==> src/rtl/mix_pkg.sv <==
package mix_pkg;
  typedef enum logic [1:0] {
    MODE_STEREO = 2'b00,
    MODE_AROUTE = 2'b01,
    MODE_DMIX   = 2'b10,
    MODE_RSVD   = 2'b11
  } mix_mode_e;

  localparam int unsigned NUM_CH = 2;
  localparam int unsigned CH_L   = 0;
  localparam int unsigned CH_R   = 1;
endpackage

==> src/rtl/mix_avg.sv <==
module mix_avg #(
  parameter int unsigned DATA_W = 16
) (
  input  logic signed [DATA_W-1:0] a_i,
  input  logic signed [DATA_W-1:0] b_i,
  output logic signed [DATA_W-1:0] avg_o
);
  localparam int unsigned SUM_W = DATA_W + 1;

  logic signed [SUM_W-1:0] sum;
  logic signed [SUM_W-1:0] half;

  always_comb begin
    sum  = SUM_W'(a_i) + SUM_W'(b_i);
    half = sum >>> 1;
    avg_o = half[DATA_W-1:0];
  end
endmodule

==> src/rtl/mix_route.sv <==
module mix_route
  import mix_pkg::*;
#(
  parameter int unsigned DATA_W = 16
) (
  input  mix_mode_e                mode_i,
  input  logic                     sel_i,
  input  logic signed [DATA_W-1:0] l_i,
  input  logic signed [DATA_W-1:0] r_i,
  input  logic signed [DATA_W-1:0] avg_i,
  output logic signed [DATA_W-1:0] ch_o [NUM_CH]
);
  always_comb begin
    ch_o[CH_L] = l_i;
    ch_o[CH_R] = r_i;
    unique case (mode_i)
      MODE_DMIX: begin
        ch_o[CH_L] = avg_i;
        ch_o[CH_R] = avg_i;
      end
      MODE_AROUTE: begin
        if (sel_i) ch_o[CH_R] = l_i;
      end
      // reserved decodes as stereo; select ignored
      MODE_STEREO, MODE_RSVD: ;
      default: ;
    endcase
  end
endmodule

==> src/rtl/mono_mix_router.sv <==
module mono_mix_router
  import mix_pkg::*;
#(
  parameter int unsigned DATA_W = 16
) (
  input  logic                     clk_i,
  input  logic                     rst_ni,
  input  logic                     smp_valid_i,
  input  logic signed [DATA_W-1:0] adc_l_i,
  input  logic signed [DATA_W-1:0] adc_r_i,
  input  logic [1:0]               mix_mode_i,
  input  logic                     mono_sel_i,
  output logic                     out_valid_o,
  output logic signed [DATA_W-1:0] out_l_o,
  output logic signed [DATA_W-1:0] out_r_o
);
  localparam logic signed [DATA_W-1:0] MAX_V = {1'b0, {(DATA_W-1){1'b1}}};
  localparam logic signed [DATA_W-1:0] MIN_V = {1'b1, {(DATA_W-1){1'b0}}};

  mix_mode_e                mode;
  logic signed [DATA_W-1:0] avg;
  logic signed [DATA_W-1:0] routed [NUM_CH];
  logic signed [DATA_W-1:0] out_q  [NUM_CH];
  logic                     vld_q;

  assign mode = mix_mode_e'(mix_mode_i);

  mix_avg #(.DATA_W(DATA_W)) u_avg (
    .a_i  (adc_l_i),
    .b_i  (adc_r_i),
    .avg_o(avg)
  );

  mix_route #(.DATA_W(DATA_W)) u_route (
    .mode_i(mode),
    .sel_i (mono_sel_i),
    .l_i   (adc_l_i),
    .r_i   (adc_r_i),
    .avg_i (avg),
    .ch_o  (routed)
  );

  // config is only consumed with a strobe: sample boundary
  for (genvar c = 0; c < NUM_CH; c++) begin : g_ch
    always_ff @(posedge clk_i or negedge rst_ni) begin
      if (!rst_ni)          out_q[c] <= '0;
      else if (smp_valid_i) out_q[c] <= routed[c];
    end
  end

  always_ff @(posedge clk_i or negedge rst_ni) begin
    if (!rst_ni) vld_q <= 1'b0;
    else         vld_q <= smp_valid_i;
  end

  assign out_valid_o = vld_q;
  assign out_l_o     = out_q[CH_L];
  assign out_r_o     = out_q[CH_R];


  stereo_pass_chk: assert property (@(posedge clk_i) disable iff (!rst_ni)
    (smp_valid_i && mix_mode_i == 2'b00) |=>
      (out_l_o == $past(adc_l_i) && out_r_o == $past(adc_r_i)));


  dmix_equal_chk: assert property (@(posedge clk_i) disable iff (!rst_ni)
    (smp_valid_i && mix_mode_i == 2'b10) |=> (out_l_o == out_r_o));


  aroute_copy_chk: assert property (@(posedge clk_i) disable iff (!rst_ni)
    (smp_valid_i && mix_mode_i == 2'b01 && mono_sel_i) |=>
      (out_l_o == $past(adc_l_i) && out_r_o == $past(adc_l_i)));


  rsvd_stereo_chk: assert property (@(posedge clk_i) disable iff (!rst_ni)
    (smp_valid_i && mix_mode_i == 2'b11) |=>
      (out_r_o == $past(adc_r_i)));


  valid_follow_chk: assert property (@(posedge clk_i) disable iff (!rst_ni)
    smp_valid_i |=> out_valid_o);


  hold_chk: assert property (@(posedge clk_i) disable iff (!rst_ni)
    !smp_valid_i |=> ($stable(out_l_o) && $stable(out_r_o) && !out_valid_o));


  no_overflow_chk: assert property (@(posedge clk_i) disable iff (!rst_ni)
    (smp_valid_i && mix_mode_i == 2'b10 && adc_l_i == MAX_V && adc_r_i == MAX_V)
      |=> (out_l_o == MAX_V));

  no_underflow_chk: assert property (@(posedge clk_i) disable iff (!rst_ni)
    (smp_valid_i && mix_mode_i == 2'b10 && adc_l_i == MIN_V && adc_r_i == MIN_V)
      |=> (out_l_o == MIN_V));
endmodule

==> config.mk <==
export PLATFORM = sky130hd
export DESIGN_NAME = mono_mix_router
export DESIGN_NICKNAME = d
export VERILOG_FILES = /design/src/rtl/mix_pkg.sv /design/src/rtl/mix_avg.sv /design/src/rtl/mix_route.sv /design/src/rtl/mono_mix_router.sv
export SDC_FILE = /design/constraint.sdc
export NUM_CORES = 1
export LEC_CHECK = 0
export ABC_AREA = 1
export BUFFER_PORTS_ARGS = -buffer_cell sky130_fd_sc_hd__clkbuf_2
export CORE_ASPECT_RATIO = 2
export CORE_MARGIN = 2
export CORE_UTILIZATION = 45
export DETAILED_ROUTE_END_ITERATION = 6
export GPL_TIMING_DRIVEN = 0
export PLACE_DENSITY_LB_ADDON = 0.1
export SLEW_MARGIN = 20
export SYNTH_ARGS = -nofsm -noshare
export SYNTH_HDL_FRONTEND = slang
export SYNTH_SLANG_ARGS = --single-unit
==> constraint.sdc <==
create_clock -name clk_i -period 0.8 [get_ports clk_i]
set_clock_uncertainty 0.05 [all_clocks]
set_input_delay 0.16 -clock clk_i [delete_from_list [all_inputs] [get_ports clk_i]]
set_output_delay 0.16 -clock clk_i [all_outputs]
set_load 0.02 [all_outputs]
==> metrics.yaml <==
pwr:
  power_mw: 7.791
  power_leakage_nw: 2.369
  vdd_drop_max_uv: 1423
  power.density_mw_per_mm2: 1654
clock_tree:
  insertion_delay_ps: 280
  cts_tree: "built"
  clk_pin_slew_ps: 60
  cts_root_buf: "clkbuf_16"
  clk_path_buf_depth: 2
  htree_levels: 2
  cts_buffers: 5
  cts_sinks: 33
placement:
  dpl-instance-area_sq_mm: 0.003478
  preCtsSetupSlack_ps: -1030
  place.gp.congestion: 0.8925
  port_buffers: 70
  hpwl_um: 7447
  numPlacedInstances: 582
layout:
  design_area_sq_mm: 0.004710
  drive_gt1_share_pct: 45.44
  area_delta_synth_final_pct: 68.56
  utilization_pct: 78.42
  layout_commonest_cell: "nand2_1"
  final_nets: 614
  antenna_cells: 0
  fin_cells: 622
  final_cell_mix: "106 x nand2_1, 49 x inv_1, 44 x nand2_2"
  nFillCells: 423
synth:
  syn_nets: 505
  syn_area_sq_mm: 0.002794
  ys_ff_latch: 33
  yosysSeqAreaShare_pct: 29.56
  avgSynthCellArea_sq_um: 6.223
  yosysUniqueCellTypes: 26
  synth_cells: 449
  ys_warn_count: 0
timing:
  setup_viol: 65
  slew_headroom_pct: 40.57
  fin_crit_ps: 1412
  min_period_over_period_pct: 176.5
  fmaxAchievable_ghz: 0.7083
  rsz0062_at_grt: "true"
  setup_tns_ps: -22600
  hold_viol: 33
  timing.hold.ws_ps: -51.95
  tightest_slew_ps: 891.4
  report.final.slew_viol_count: 0
  setup_ws_ps: -611.7
floorplan:
  pin_count: 71
  core_area_sq_mm: 0.006006
  dieWidth_um: 59.72
  rows: 40
  die_h_um: 115.4
  start_util_pct: 46.52
  die_area_sq_mm: 0.006893
global_route:
  grt_max_degree: 34
  grt_overflow: 0
  grt_pass1_vias: 3403
  grt_usage_pct: 30.84
  grt_pass1_wl_um: 15810
  antenna_found_initial: 0
worst_setup_path:
  cp.required_ps: 960
  critPathLaunchType: "input port"
  critical_path.max_fanout: 5
  crit_type: "in2reg"
  setup.worst_path.end_class: "flip-flop"
  cp.arrival_ps: 1570
route:
  drt-pass1-iter-count: 5
  ant_nets: 0
  num_vias: 3582
  first_iter_violations: 258
  route.detailed.drc: 0
  wl_per_cell_um: 18.60
  routed_wl_um: 11570
  vias_per_cell: 5.759
min_path:
  hp-class: "in2async"
outcome:
  status: "finished with violations"
  failed_checks: "hold timing, setup timing"
job:
  maxCapViolCount: 0
## cells by family after synthesis
logic type | share of synthesized area (%)
buffers and inverters | 11.82
and+or+nand+nor | 33.45
DFF | 29.56
xor gates and xnor gates | 0.3135
AOI/OAI and AO/OA | 16.53
adders and majority gates | 8.329
## flip-flops by register name (all words and copies together), names as in the netlist
name,flops
out_valid_o,1
out_r_o,16
out_l_o,16
## metal layers
metal  vias to the layer above  global-route usage (%)  share of wire (%)
met5                         -                       0                  0
met3                        62                   3.683                5.5
met1                      1678                   30.19                 33
met2                       190                   56.30                 54
li1                       1652                       -                  -
met4                         0                   21.93                7.8
## power by group
group | internal, mW | switching [mW]
clock network | 1.56 | 0.720
registers | 1.89 | 0.176
logic | 1.55 | 1.90
total | 4.99 | 2.80
## synthesized netlist by cell type
cell type | n | share of area, %
a21o_1 | 1 | 0.27
dfrtp_1 | 33 | 30
a21oi_1 | 63 | 11
nand2_2 | 1 | 0.22
or2_2 | 1 | 0.22
nor2_1 | 32 | 4.3
nand2_1 | 159 | 21
dlygate4sd1_1 | 1 | 0.31
o21ai_0 | 22 | 3.9
inv_1 | 62 | 8.3
o22a_1 | 1 | 0.31
nand3b_1 | 5 | 1.3
buf_6 | 2 | 0.81
nand3_1 | 22 | 3.9
ha_1 | 17 | 7.6
clkbuf_8 | 1 | 0.49
buf_2 | 6 | 1.1
nor3_1 | 5 | 0.90
a31oi_1 | 2 | 0.45
clkbuf_1 | 6 | 0.81
fa_1 | 1 | 0.72
a211oi_1 | 1 | 0.27
nand3_2 | 2 | 0.72
xor2_1 | 1 | 0.31
nand4_1 | 1 | 0.22
and3_1 | 1 | 0.22
## path summary, 6_finish.rpt
kind                                              start  cells after the start  slack (ps)                      end
worst max-delay path                         adc_r_i[7]                     12        -610  out_l_o[11]$_DFFE_PN0P_
worst min register to register  out_r_o[11]$_DFFE_PN0P_                      2         450  out_r_o[11]$_DFFE_PN0P_
min in group clk_i                          smp_valid_i                      1          60    out_valid_o$_DFF_PN0_
max in group asynchronous                        rst_ni                      1         200   out_r_o[9]$_DFFE_PN0P_
worst min-delay path                             rst_ni                      1         -50  out_l_o[13]$_DFFE_PN0P_
worst max register to register  out_l_o[15]$_DFFE_PN0P_                      4        -180  out_l_o[15]$_DFFE_PN0P_
## cell type report
type	instances	area (sq um)	area share, %
inverters	62	250.2	5.313
plain buffers	15	116.4	2.471
flip-flops and latches	33	825.8	17.53
clock buffers	7	142.6	3.029
repair buffers	103	977.2	20.75
clock inverters	1	30.03	0.6376
well taps	63	78.83	1.674
multi-input cells	338	2288	48.59
## worst max-delay path: stages
cell,delay (ps)
buf_2,130
ha_4,280
nand2_1,70
nand2_1,90
a21oi_2,190
nand2_4,90
nand2_2,100
nand2_2,50
nand2_1,60
nand3_2,90
buf_4,150
a21oi_2,90
## what timing repair did
action | 4_1_cts | 5_1_grt
endpoints found under the setup margin | 65 | 65
resized for setup | 76 | 184
setup buffers | 18 | 16
endpoints found under the hold margin | 33 | 0
pin swaps | 25 | 34
Power figures use the tool's default switching activity.
